--- config.mk ---
export PLATFORM = sky130hd
export DESIGN_NAME = irq_mask_router
export DESIGN_NICKNAME = d
export VERILOG_FILES = /design/src/rtl/irq_router_pkg.sv /design/src/rtl/irq_raw_capture.sv /design/src/rtl/irq_addr_decode.sv /design/src/rtl/irq_mask_slice.sv /design/src/rtl/irq_mask_router.sv
export SDC_FILE = /design/constraint.sdc
export NUM_CORES = 1
export LEC_CHECK = 0
export BUFFER_PORTS_ARGS = -buffer_cell sky130_fd_sc_hd__buf_2
export CAP_MARGIN = 15
export CORE_UTILIZATION = 65
export CTS_CLUSTER_DIAMETER = 200
export DETAILED_ROUTE_END_ITERATION = 8
export PLACE_DENSITY = 0.86
export SLEW_MARGIN = 10
export SYNTH_ARGS = -nofsm -noshare
export SYNTH_HDL_FRONTEND = slang
export SYNTH_SLANG_ARGS = --single-unit
--- constraint.sdc ---
create_clock -name clk -period 27.6 [get_ports clk]
set_clock_uncertainty 0.2 [all_clocks]
set_input_delay 0 -clock clk [delete_from_list [all_inputs] [get_ports clk]]
set_output_delay 0 -clock clk [all_outputs]
set_load 0.02 [all_outputs]
--- src/rtl/irq_router_pkg.sv ---
package irq_router_pkg;

  typedef enum logic [1:0] {
    SEL_NONE = 2'd0,
    SEL_MASK = 2'd1,
    SEL_REQ  = 2'd2,
    SEL_RAW  = 2'd3
  } reg_sel_e;

  // Offset distance from a CPU's mask register to its request register.
  localparam int unsigned REQ_DELTA = 32'h080;
  localparam int unsigned RAW_OFS   = 32'h300;

  // Mask offsets: CPU bit 0 adds 0x40, CPU bit 1 adds 0x400 on top of 0x200.
  function automatic int unsigned mask_ofs(input int unsigned cpu);
    int unsigned ofs;
    ofs = 32'h200;
    if (cpu[0]) ofs = ofs + 32'h040;
    if (cpu[1]) ofs = ofs + 32'h400;
    return ofs;
  endfunction

endpackage

--- src/rtl/irq_raw_capture.sv ---
module irq_raw_capture #(
  parameter int LINES      = 64,
  parameter int REG_W      = 64,
  parameter int LEGACY_BIT = 55
) (
  input  logic             clk,
  input  logic             rst_n,
  input  logic [LINES-1:0] lines_i,
  input  logic             legacy_i,
  output logic [REG_W-1:0] raw_o
);

  logic [REG_W-1:0] raw_d;
  logic [REG_W-1:0] raw_q;

  always_comb begin
    raw_d             = REG_W'(lines_i);
    raw_d[LEGACY_BIT] = raw_d[LEGACY_BIT] | legacy_i;
  end

  always_ff @(posedge clk or negedge rst_n) begin
    if (!rst_n) raw_q <= '0;
    else        raw_q <= raw_d;
  end

  assign raw_o = raw_q;

  // the legacy request shows up in its raw bit one edge later
  p_legacy_seen_r1: assert property (@(posedge clk) disable iff (!rst_n)
    legacy_i |=> raw_o[LEGACY_BIT]);

endmodule

--- src/rtl/irq_addr_decode.sv ---
module irq_addr_decode
  import irq_router_pkg::*;
#(
  parameter int ADDR_W  = 12,
  parameter int NUM_CPU = 4,
  localparam int CPU_W  = (NUM_CPU > 1) ? $clog2(NUM_CPU) : 1
) (
  input  logic [ADDR_W-1:0] addr_i,
  output reg_sel_e          sel_o,
  output logic [CPU_W-1:0]  cpu_o,
  output logic              upper_o
);

  logic [ADDR_W-1:0] base;

  assign base    = {addr_i[ADDR_W-1:3], 3'b000};
  assign upper_o = addr_i[2];

  always_comb begin
    sel_o = SEL_NONE;
    cpu_o = '0;
    if (base == ADDR_W'(RAW_OFS)) sel_o = SEL_RAW;
    for (int c = 0; c < NUM_CPU; c++) begin
      if (base == ADDR_W'(mask_ofs(c))) begin
        sel_o = SEL_MASK;
        cpu_o = CPU_W'(c);
      end
      if (base == ADDR_W'(mask_ofs(c) + REQ_DELTA)) begin
        sel_o = SEL_REQ;
        cpu_o = CPU_W'(c);
      end
    end
  end

endmodule

--- src/rtl/irq_mask_slice.sv ---
module irq_mask_slice #(
  parameter int REG_W = 64
) (
  input  logic             clk,
  input  logic             rst_n,
  input  logic             commit_en,
  input  logic [REG_W-1:0] commit_val,
  input  logic [REG_W-1:0] raw_i,
  output logic [REG_W-1:0] mask_o,
  output logic [REG_W-1:0] req_o,
  output logic             irq_o
);

  logic [REG_W-1:0] mask_d;
  logic [REG_W-1:0] mask_q;

  always_comb begin
    mask_d = mask_q;
    if (commit_en) mask_d = commit_val;
  end

  always_ff @(posedge clk or negedge rst_n) begin
    if (!rst_n) mask_q <= '0;
    else        mask_q <= mask_d;
  end

  assign mask_o = mask_q;
  assign req_o  = mask_q & raw_i;
  assign irq_o  = |req_o;

endmodule

--- src/rtl/irq_mask_router.sv ---
module irq_mask_router
  import irq_router_pkg::*;
#(
  parameter int LINES      = 64,
  parameter int DATA_W     = 32,
  parameter int ADDR_W     = 12,
  parameter int NUM_CPU    = 4,
  parameter int LEGACY_BIT = 55
) (
  input  logic               clk,
  input  logic               rst_n,
  input  logic [LINES-1:0]   dev_irq,
  input  logic               legacy_irq,
  input  logic [ADDR_W-1:0]  reg_addr,
  input  logic               reg_wr,
  input  logic               reg_rd,
  input  logic [DATA_W-1:0]  reg_wdata,
  output logic [DATA_W-1:0]  reg_rdata,
  output logic               reg_err,
  output logic [NUM_CPU-1:0] cpu_irq
);

  localparam int REG_W = 2 * DATA_W;
  localparam int CPU_W = (NUM_CPU > 1) ? $clog2(NUM_CPU) : 1;

  // Reset: asserted asynchronously, released through two flops.
  logic [1:0] rst_sync_q;
  logic       rst_int_n;

  always_ff @(posedge clk or negedge rst_n) begin
    if (!rst_n) rst_sync_q <= 2'b00;
    else        rst_sync_q <= {rst_sync_q[0], 1'b1};
  end
  assign rst_int_n = rst_sync_q[1];

  // Raw vector
  logic [REG_W-1:0] raw_q;

  irq_raw_capture #(
    .LINES(LINES), .REG_W(REG_W), .LEGACY_BIT(LEGACY_BIT)
  ) u_raw (
    .clk(clk), .rst_n(rst_int_n), .lines_i(dev_irq),
    .legacy_i(legacy_irq), .raw_o(raw_q)
  );

  // Address decode
  reg_sel_e         sel;
  logic [CPU_W-1:0] sel_cpu;
  logic             upper;

  irq_addr_decode #(.ADDR_W(ADDR_W), .NUM_CPU(NUM_CPU)) u_dec (
    .addr_i(reg_addr), .sel_o(sel), .cpu_o(sel_cpu), .upper_o(upper)
  );

  // Per-CPU masks
  logic [DATA_W-1:0]             latch_q, latch_d;
  logic [NUM_CPU-1:0]            commit;
  logic [NUM_CPU-1:0][REG_W-1:0] mask_v;
  logic [NUM_CPU-1:0][REG_W-1:0] req_v;

  for (genvar g = 0; g < NUM_CPU; g++) begin : g_cpu
    irq_mask_slice #(.REG_W(REG_W)) u_slice (
      .clk(clk), .rst_n(rst_int_n), .commit_en(commit[g]),
      .commit_val({reg_wdata, latch_q}), .raw_i(raw_q),
      .mask_o(mask_v[g]), .req_o(req_v[g]), .irq_o(cpu_irq[g])
    );

    // a mask moves only on an upper-half write
    p_mask_hold_r5: assert property (@(posedge clk) disable iff (!rst_int_n)
      !(reg_wr && reg_addr[2]) |=> $stable(mask_v[g]));
  end

  // Register access
  logic [REG_W-1:0]  rd_val;
  logic [DATA_W-1:0] rdata_q, rdata_d;
  logic              err_q, err_d;

  always_comb begin
    unique case (sel)
      SEL_MASK: rd_val = mask_v[sel_cpu];
      SEL_REQ:  rd_val = req_v[sel_cpu];
      SEL_RAW:  rd_val = raw_q;
      default:  rd_val = '0;
    endcase
  end

  always_comb begin
    latch_d = latch_q;
    rdata_d = rdata_q;
    err_d   = 1'b0;
    commit  = '0;
    if (reg_wr) begin
      if (sel == SEL_NONE)      err_d = 1'b1;
      else if (!upper)          latch_d = reg_wdata;
      else if (sel == SEL_MASK) commit[sel_cpu] = 1'b1;
    end else if (reg_rd) begin
      if (sel == SEL_NONE) begin
        err_d   = 1'b1;
        rdata_d = '1;
      end else if (upper) begin
        rdata_d = latch_q;
      end else begin
        rdata_d = rd_val[DATA_W-1:0];
        latch_d = rd_val[REG_W-1:DATA_W];
      end
    end
  end

  always_ff @(posedge clk or negedge rst_int_n) begin
    if (!rst_int_n) begin
      latch_q <= '0;
      rdata_q <= '0;
      err_q   <= 1'b0;
    end else begin
      latch_q <= latch_d;
      rdata_q <= rdata_d;
      err_q   <= err_d;
    end
  end

  assign reg_rdata = rdata_q;
  assign reg_err   = err_q;

  // no CPU may be interrupted while the raw vector is empty
  p_irq_needs_raw_r2: assert property (@(posedge clk) disable iff (!rst_int_n)
    (|cpu_irq) |-> (|raw_q));

  // an unmapped read returns all ones and flags an error
  p_unmapped_read_r8: assert property (@(posedge clk) disable iff (!rst_int_n)
    (reg_rd && !reg_wr && sel == SEL_NONE) |=> (reg_err && reg_rdata == '1));

  // the latch holds while the port is idle
  p_latch_quiet_r6: assert property (@(posedge clk) disable iff (!rst_int_n)
    (!reg_wr && !reg_rd) |=> $stable(latch_q));

  // read data holds without a read strobe
  p_rdata_hold_r10: assert property (@(posedge clk) disable iff (!rst_int_n)
    !reg_rd |=> $stable(reg_rdata));

endmodule

=== Word-level counts from Yosys, hierarchy flattened ===
Cells that the tools add are included.

* Flip-flop bits (word level): 387
* Input port bits: 113
* Output and inout bits: 37

* $lt $le $gt $ge: 2
* Eq/ne operators: 14
* Multiplexer cells: 37
* Bitwise gates (word level): 7
* Reductions and logical operators: 9

{| class="wikitable"
|+ Operator list
! operator !! count
|-
| $and A64 B64 Y64 || 4
|-
| $bmux W64 S2 || 2
|-
| $mux W32 || 8
|-
| $reduce_or A64 Y1 || 4
|-
| $pmux W64 S3 || 1
|-
| $mux W64 || 2
|-
| $eq A9 B7 Y1 const B || 5
|-
| $eq A9 B8 Y1 const B || 4
|-
| $mux W2 || 14
|-
| $mux W4 || 4
|-
| $mux W1 || 5
|-
| $eq A2 B2 Y1 const B || 2
|-
| $ne A2 B2 Y1 const B || 2
|-
| $reduce_and A4 Y1 || 1
|-
| $lt A2 B3 Y1 const B || 1
|-
| $demux W1 S2 || 1
|-
| $eq A2 B1 Y1 const B || 1
|-
| $ge A2 B1 Y1 const B || 1
|-
| $logic_not A2 Y1 || 1
|-
| $not A1 Y1 || 2
|-
| $reduce_and A2 Y1 || 1
|-
| $reduce_bool A2 Y1 || 1
|-
| $logic_and A1 B1 Y1 || 1
|-
| $or A1 B1 Y1 || 1
|}

=== Logic depth before layout (Yosys ltp) ===
Gate-level depths: netlist of the first run.

* Depth in word-level cells: 16
* Depth in mapped cells: 7
* Depth with buffers taken out: 4

=== By module ===
Synthesis of the first run repeated with hierarchy kept, for this count alone.

* Cells, all modules: 1,822
* Area, all modules: 21,528.1 um^2

{| class="wikitable"
|+ By module, submodules not included
! module !! times used !! cells each !! area each (um^2)
|-
| irq_mask_slice || 4 || 226 || 2,957.8
|-
| irq_mask_router || 1 || 844 || 7,993.9
|-
| irq_raw_capture || 1 || 65 || 1,607.8
|-
| irq_addr_decode || 1 || 9 || 95.1
|}

=== Worst setup path after synthesis of the first run ===
Ideal clock, no wire load.

* Path kind: input -> register
* From: input port reg_addr[5]
* To: register rdata_q[12], in the netlist reg_rdata[12]
* Arrival: 1.676 ns
* Required time: 27.250 ns
* Path slack: 25.574 ns
* Stages: 7
* Buffers on the path: 3
* Cells stage by stage: or4b_1 buf_2 or4_1 clkbuf_2 buf_6 o2111ai_1 a41oi_1

* Longest elaborated chain between the ends: 14
* Elaborated cells between the ends (all ways): 35
* Those cells by class: 12 x eq/ne; 22 x mux; 1 x reduce/logical

{| class="wikitable"
|+ RTL lines
! what !! RTL line !! RTL
|-
| from (decl) || irq_mask_router.sv:14 || <nowiki>input logic [ADDR_W-1:0] reg_addr,</nowiki>
|-
| $eq A9 B7 Y1 || irq_addr_decode.sv:22 || <nowiki>if (base == ADDR_W'(RAW_OFS)) sel_o = SEL_RAW;</nowiki>
|-
| $mux W2 || irq_addr_decode.sv:22 ||
|-
| $mux W2 || irq_addr_decode.sv:24 || <nowiki>if (base == ADDR_W'(mask_ofs(c))) begin</nowiki>
|-
| $mux W2 || irq_addr_decode.sv:28 || <nowiki>if (base == ADDR_W'(mask_ofs(c) + REQ_DELTA)) begin</nowiki>
|-
| $mux W2 || irq_addr_decode.sv:24 ||
|-
| $mux W2 || irq_addr_decode.sv:28 ||
|-
| $mux W2 || irq_addr_decode.sv:24 ||
|-
| $mux W2 || irq_addr_decode.sv:28 ||
|-
| $mux W2 || irq_addr_decode.sv:24 ||
|-
| $mux W2 || irq_addr_decode.sv:28 ||
|-
| $eq A2 B2 Y1 or $eq A2 B1 Y1 (tied branches) || irq_mask_router.sv:79 || <nowiki>unique case (sel)</nowiki>
|-
| $pmux W64 S3 || irq_mask_router.sv:79 ||
|-
| $mux W32 || irq_mask_router.sv:100 || <nowiki>end else if (upper) begin</nowiki>
|-
| $mux W32 * || irq_mask_router.sv:97 || <nowiki>if (sel == SEL_NONE) begin</nowiki>
|-
| to (signal assigned) || irq_mask_router.sv:116 || <nowiki>rdata_q <= rdata_d;</nowiki>
|-
| to (decl) || irq_mask_router.sv:75 || <nowiki>logic [DATA_W-1:0] rdata_q, rdata_d;</nowiki>
|}

Mark *: on every way between the ends. The rest lies on a longest branch, timed or not. The select of a mux whose other input is x is not followed.
A chain may end at the register's enable or synchronous reset.

=== Worst setup path after layout of the first run ===
* From: register u_raw.raw_q[48], in the netlist u_raw.raw_o[48]
* To: output port cpu_irq[0]

* Longest elaborated chain between the ends: 2

{| class="wikitable"
|+ RTL lines
! what !! RTL line !! RTL
|-
| from (decl) || irq_raw_capture.sv:14 || <nowiki>logic [REG_W-1:0] raw_q;</nowiki>
|-
| from (signal assigned) || irq_raw_capture.sv:23 || <nowiki>else raw_q <= raw_d;</nowiki>
|-
| $and A64 B64 Y64 || irq_mask_slice.sv:28 || <nowiki>assign req_o = mask_q & raw_i;</nowiki>
|-
| $reduce_or A64 Y1 || irq_mask_slice.sv:29 || <nowiki>assign irq_o = |req_o;</nowiki>
|-
| to (decl) || irq_mask_router.sv:20 || <nowiki>output logic [NUM_CPU-1:0] cpu_irq</nowiki>
|}

No other way between the ends.

==> impl_results.md, run 1 <==
- Synth Instances: 1511
- Final wirelength: 71.1 mm
- Slowest cell on the critical path: a221oi_1
- Mapped cell area: 18500 sq um
- Iteration-0 DRC count of the detailed router: 2545
- Post-CTS setup buffer count: 0
- # rows: 61
- Reg area: 9690 sq um
- Clock Sinks: 387
- Post-detailed-route count of antenna-violating nets: 0
- Slew margin rel.: 0.101
- Final Hold Fails: 0
- Crit path cell chain: a22o_1 > a221oi_1 > nand4_1 > or4_1 > buf_2
- Pre-CTS setup slack: 24.20 ns
- Cell Area, Placed: 19400 sq um
- DR WL/cell: 32.3 um
- Multi-input combinational cell area: 8370 sq um
- Number of synthesized flops with an enable pin: 0
- Xor-xnor portion of the synthesized cell area: 0
- Vias in the first global route: 16868
- Adder-cell area share of the yosys netlist: 0
- Initial antenna violation count: 10
- All-layer global routing usage: 0.498
- Simple-Gate Fraction of Synth Area: 0.0953
- Die area: 29100 sq um
- P&R area growth vs syn: 22.0%
- CP max FO: 6
- Warnings, synthesis: 0
- Pwr dens: 58.0 nW/um^2
- Vias: 16520
- CP delay by family, top: compound AO/OA/AOI/OAI gates
- Pin count of the biggest net entering global routing: 193
- Mapped Nets: 1624
- Share of layout cells above drive strength 1: 0.304
- Main combinational cell family by area after synthesis: multiplexers
- Synth Area in Compound Gates: 0.144
- Setup crit start kind: flip-flop
- WS Path Type: flip-flop to output port
- #FFs+latches synth: 387
- Nets: 1898
- Critical path required time: 27.40 ns
- Setup violators final: 0
- Drt pass-1 iters: 6
- Sequential-to-total area share from yosys stat: 0.524
- Final TNS setup: 0 ns
- Ys async rst share: 1.00
- Post-cts sizing count: 0
- VDD IR max: 0.0501 mV
- Status: complete, no violations
- Design area: 22600 sq um
- Netlist cell types: 46
- Synth Flop Type: dfrtp_1
- DRC Markers: 0
- Fin. max-slew vios: 0
- TritonCTS clock tree: done
- Clk buf depth: 3
- Final Power: 1.31 mW
- Clock latency at the later pin of the worst-skew pair: 0.55 ns
- Worst Max-Slew Pin Slew: 1.35 ns
- Max Clk Rate: 0.260 GHz
- Post-route insts no fill: 2199
- Buffers and inverters on the worst path: 1
- Vias per inst: 7.51
- Pleak: 10.4 nW
- H-tree lvl count: 2
- Post-synthesis mux area share: 0.210
- Fin crit share: 0.139
- CTS clock-pin slew for the worst setup and hold paths: 0.07 ns
- Avg Inst Size Synth: 12.2 sq um
- Final min period: 3.85 ns
- CTS root buffer: clkbuf_16
- CTS buffer count: 41
- Final GP Congestion: 0.974
- Die Y: 171 um
- Layout fillers: 1544
- RSZ-0062 raised after global routing: no
- Final global-route overflow total: 0
- Post-route setup slack: 23.75 ns
- Worst path arrival time: 3.65 ns
- Hold Path Class: input pin to flip-flop
- Cells after DPL: 1949
- Number of max-cap violations: 0
- Initial Util: 0.663
- First-pass GRT wire length: 104 mm
- CORE AREA: 27900 sq um
- I/O pins: 150
- Die width: 171 um
- HPWL after detailed placement: 40.6 mm
- Crit. End Element: output port
- Port bufs: 147
- Crit path largest cell delay: 1.04 ns
## placed cells by master (no fill, tap or decap), types with 31 or more instances in the layout
| cell | n |
|---|---|
| a21oi_1 | 31 |
| a221oi_1 | 64 |
| a22o_1 | 64 |
| a22oi_1 | 31 |
| a31oi_1 | 32 |
| a41oi_1 | 33 |
| buf_2 | 145 |
| clkbuf_16 | 43 |
| dfrtp_1 | 386 |
| dlygate4sd3_1 | 171 |
| mux2_2 | 278 |
| mux2i_1 | 62 |
| nand2_1 | 68 |
| nand2b_1 | 36 |
| nor2_1 | 98 |
| nor2b_1 | 33 |
| nor4_1 | 32 |
## area by class of cell
cell class,instances,area share
clock buffers,64,0.0565
well taps,378,0.0210
flip-flops and latches,387,0.430
diodes,6,0.000666
repair buffers,340,0.117
multi-input cells,1015,0.371
clock inverters,9,0.00460
## where the power goes
group	internal, mW	total [mW]	switching [mW]
Clock	0.336	0.573	0.237
Sequential	0.585	0.627	0.0419
Combinational	0.0477	0.109	0.0609
## cells in the mapped netlist (2+ instances only)
library cell	instances	area, sq um
dfrtp_1	387	9680
mux2_2	278	3130
nor2_1	99	372
nand2_1	71	267
a221oi_1	64	561
a22o_1	64	561
clkbuf_1	62	233
mux2i_1	62	621
nand2b_1	36	225
nor2b_1	34	213
a41oi_1	33	289
a31oi_1	32	200
nor4_1	32	200
a21oi_1	31	155
a22oi_1	31	233
and3_1	30	188
buf_2	26	130
o2111ai_1	18	158
o22a_1	18	158
nand4_1	16	100
o221a_2	14	158
buf_1	13	48.8
mux2_1	10	113
o211ai_2	9	113
or4_1	6	45.0
o211ai_1	5	37.5
buf_4	4	30.0
buf_6	3	33.8
nor4_2	3	37.5
nand3b_1	2	15.0
nor3_1	2	10.0
or2_2	2	12.5
## through the flow
step / hold WS, ns / utilization
global placement: -0.414 / 0.698
floorplan: -0.496 / -
detailed placement: -0.412 / 0.698
CTS: 0.000315 / 0.809
finish: 0.0177 / 0.810
global route: 0.0291 / 0.809
## path summary, 6_finish.rpt
path,end,slack [ns],startpoint,cells past startpoint
max reg2reg,u_raw.raw_o[56]$_DFF_PN0_,25.49,rst_sync_q[1]$_DFF_PN0_,1
max,cpu_irq[0],23.75,u_raw.raw_o[48]$_DFF_PN0_,5
min in group asynchronous,rst_sync_q[0]$_DFF_PN0_,0.14,rst_n,3
max in group asynchronous,u_raw.raw_o[56]$_DFF_PN0_,25.49,rst_sync_q[1]$_DFF_PN0_,1
min reg2reg,rst_sync_q[1]$_DFF_PN0_,0.15,rst_sync_q[0]$_DFF_PN0_,0
min,latch_q[29]$_DFFE_PN0P_,0.02,reg_addr[4],5
## layer usage
layer,vias up,GRT usage,share of wire
li1,6358,-,-
met1,8053,0.589,0.33
met2,1607,0.735,0.43
met3,494,0.189,0.15
met4,8,0.378,0.089
met5,-,0.0122,0.0014
## cells by family (layout without fill, tap and decap cells)
family | Yosys count | count (layout)
multiplexers | 351 | 351
flip-flops | 387 | 387
buffers and inverters | 109 | 413
other | 1 | 7
AO/OA/AOI/OAI | 322 | 322
AND/OR/NAND/NOR | 341 | 341
## flip-flops by register name, summed over array words and instances, names as in the netlist
register / cells
g_cpu.u_slice.mask_o: 256
latch_q: 32
reg_err: 1
reg_rdata: 32
rst_sync_q: 2
u_raw.raw_o: 64
## repair_timing
| item | in CTS | in global routing |
|---|---|---|
| endpoints found under the setup margin | 0 | 0 |
| hold buffers | 171 | 0 |
| endpoints found under the hold margin | 258 | 0 |
Note: power is estimated with default switching activity, not from simulation.
==> run 2: changes to the inputs <==
--- a/config.mk
+++ b/config.mk
@@ -7,10 +7,10 @@
 export LEC_CHECK = 0
 export BUFFER_PORTS_ARGS = -buffer_cell sky130_fd_sc_hd__buf_2
 export CAP_MARGIN = 15
-export CORE_UTILIZATION = 65
+export CORE_UTILIZATION = 60
 export CTS_CLUSTER_DIAMETER = 200
 export DETAILED_ROUTE_END_ITERATION = 8
-export PLACE_DENSITY = 0.86
+export PLACE_DENSITY = 0.8
 export SLEW_MARGIN = 10
 export SYNTH_ARGS = -nofsm -noshare
 export SYNTH_HDL_FRONTEND = slang
==> constraint.sdc (replaced) <==
create_clock -name clk -period 3.7 [get_ports clk]
set_clock_uncertainty 0.2 [all_clocks]
set_input_delay 0 -clock clk [delete_from_list [all_inputs] [get_ports clk]]
set_output_delay 0 -clock clk [all_outputs]
set_load 0.02 [all_outputs]
==> run 2 against run 1 <==
Against the previous run: sequential share of layout area fell by 0.28 points; register-to-register slack got worse by 24 ns; utilization fell by 5.2 points; worst setup slack got worse by 23 ns.
==> impl_results.md, run 2 (same netlist as run 1, synthesis figures left out) <==
- Final min period: 3.43 ns
- Critical path required time: 3.50 ns (-23.90 ns)
- CTS root buffer: clkbuf_16
- CTS buffer count: 42 (+2.4%)
- Post-CTS setup buffer count: 0 (unchanged)
- R2R Path End: latch_q[30]$_DFFE_PN0P_
- Status: complete, no violations
- Post-route insts no fill: 2216 (+0.77%)
- CTS clock-pin slew for the worst setup and hold paths: 0.06 ns (about the same)
- CP max FO: 6 (unchanged)
- VDD IR max: 0.367 mV (+630%)
- Setup violators final: 0 (unchanged)
- Final core occ: 0.758 (-0.0517)
- Commonest non-fill, non-tap cell in the layout: dfrtp_1
- R2r setup slk: 1.64 ns (-23.85 ns)
- Fin. max-slew vios: 0 (unchanged)
- Clock latency at the later pin of the worst-skew pair: 0.55 ns (about the same)
- Worst reg2reg path startpoint: g_cpu[1].u_slice.mask_o[62]$_DFFE_PN0P_
- First-pass GRT wire length: 101 mm (-3.0%)
- Final GP Congestion: 0.982 (+0.75%)
- Number of max-cap violations: 0 (unchanged)
- Vias: 15956 (-3.4%)
- RSZ-0062 raised after global routing: no
- Port bufs: 147 (unchanged)
- Initial Util: 0.617 (-0.0464)
- Reg area: 9690 sq um (unchanged)
- Pleak: 10.5 nW (+0.73%)
- Die area: 31500 sq um (+8.2%)
- Pin count of the biggest net entering global routing: 122 (-37%)
- Worst Max-Slew Pin Slew: 1.14 ns (-0.209 ns)
- Crit. End Element: output port
- WS Path Type: flip-flop to output port
- Die Y: 178 um (+4.0%)
- Clk buf depth: 3 (unchanged)
- Drt pass-1 iters: 6 (unchanged)
- Post-detailed-route count of antenna-violating nets: 0 (unchanged)
- Fin crit share: 0.927
- Iteration-0 DRC count of the detailed router: 2295 (-9.8%)
- Max Clk Rate: 0.292 GHz
- Worst r2r path cells: 4 (+3)
- CP endpoint: cpu_irq[3]
- Crit path cell chain: a22o_1 > a221oi_1 > nand4_1 > or4_1 > buf_2
- Hold Path Class: input pin to flip-flop
- Clock Sinks: 387 (unchanged)
- Vias per inst: 7.20 (-4.2%)
- Final Hold Fails: 0 (unchanged)
- Nets: 1909 (+0.58%)
- DRC Markers: 0 (unchanged)
- Layout fillers: 1919 (+24%)
- I/O pins: 150 (unchanged)
- DR WL/cell: 30.9 um (-4.4%)
- Final global-route overflow total: 0 (unchanged)
- All-layer global routing usage: 0.442 (-0.0554)
- Multi-input combinational cell area: 8370 sq um (about the same)
- Slew margin rel.: 0.240 (+0.139)
- P&R area growth vs syn: 22.8%
- Initial antenna violation count: 3 (-7)
- Cells after DPL: 1970 (+1.1%)
- Most frequent cells in the layout: dfrtp_1, mux2_2, dlygate4sd3_1
- CP Launch Point: u_raw.raw_o[37]$_DFF_PN0_
- Pwr dens: 428 nW/um^2 (+640%)
- Final Power: 9.73 mW (+640%)
- Die width: 178 um (+4.0%)
- Max reg flops: 256 (unchanged)
- Cell Area, Placed: 19600 sq um (+0.82%)
- Setup crit start kind: flip-flop
- HPWL after detailed placement: 42.2 mm (+3.8%)
- Slowest cell on the critical path: a221oi_1
- TritonCTS clock tree: done
- CORE AREA: 30000 sq um (+7.5%)
- Crit path largest cell delay: 0.88 ns (-0.16 ns)
- # rows: 63 (+3.3%)
- Design area: 22700 sq um (+0.66%)
- Final wirelength: 68.5 mm (-3.6%)
- H-tree lvl count: 2 (unchanged)
- Worst path arrival time: 3.23 ns (-0.42 ns)
- Share of layout cells above drive strength 1: 0.304 (about the same)
- Vias in the first global route: 16139 (-4.3%)
## run 2: layout make-up
class                           count  area share
Tap cell                          390      0.0215
Antenna cell                        1    0.000110
Timing Repair Buffer              350       0.122
Clock inverter                      9     0.00546
Sequential cell                   387       0.427
Multi-Input combinational cell   1015       0.369
Clock buffer                       64      0.0549
## run 2: repair_timing
action | 4_1_cts | 5_1_grt
hold buffers | 172 | 0
endpoints found under the hold margin | 238 | 0
resized for setup | 0 | 0
## run 2: power by group
part | internal [mW] | switching, mW
clock | 2.53 | 1.72
combinational | 0.365 | 0.444
sequential | 4.37 | 0.309
## run 2: worst min-delay path by stage
stage,endpoint,from,cells past startpoint,slack (ns)
2_1_floorplan,rst_sync_q[0]$_DFF_PN0_,rst_n,0,-0.50
5_1_grt,latch_q[29]$_DFFE_PN0P_,reg_addr[4],5,0.09
3_3_place_gp,rst_sync_q[0]$_DFF_PN0_,rst_n,1,-0.42
4_1_cts,latch_q[29]$_DFFE_PN0P_,reg_addr[4],5,0.02
3_5_place_dp,rst_sync_q[0]$_DFF_PN0_,rst_n,1,-0.41
6_report,latch_q[29]$_DFFE_PN0P_,reg_addr[4],5,0.05
## run 2: metal layers
layer / track usage / up-vias / routed length [um]
met5: 0.0144 / - / 69
met4: 0.277 / 4 / 4560
met3: 0.120 / 342 / 9360
met2: 0.654 / 1355 / 29900
met1: 0.577 / 7894 / 24600
li1: - / 6361 / -
## run 2: per-stage QoR
stage / setup WS (ns) / hold slack, ns / setup TNS (ns)
4_1_cts: 0.565 / 0.0165 / 0
6_report: 0.270 / 0.0485 / 0
2_1_floorplan: -0.307 / -0.496 / -118.29
5_1_grt: 0.267 / 0.0866 / 0
3_5_place_dp: 0.947 / -0.413 / 0
3_3_place_gp: 0.966 / -0.415 / 0
## run 2: critical path, delay by kind of cell, from the launching register on
| family | cells | cell delay, ns |
|---|---|---|
| buffers and inverters | 1 | 0.20 |
| and+or+nand+nor | 2 | 0.83 |
| AOI/OAI and AO/OA | 2 | 1.17 |
| DFF | 1 | 0.49 |
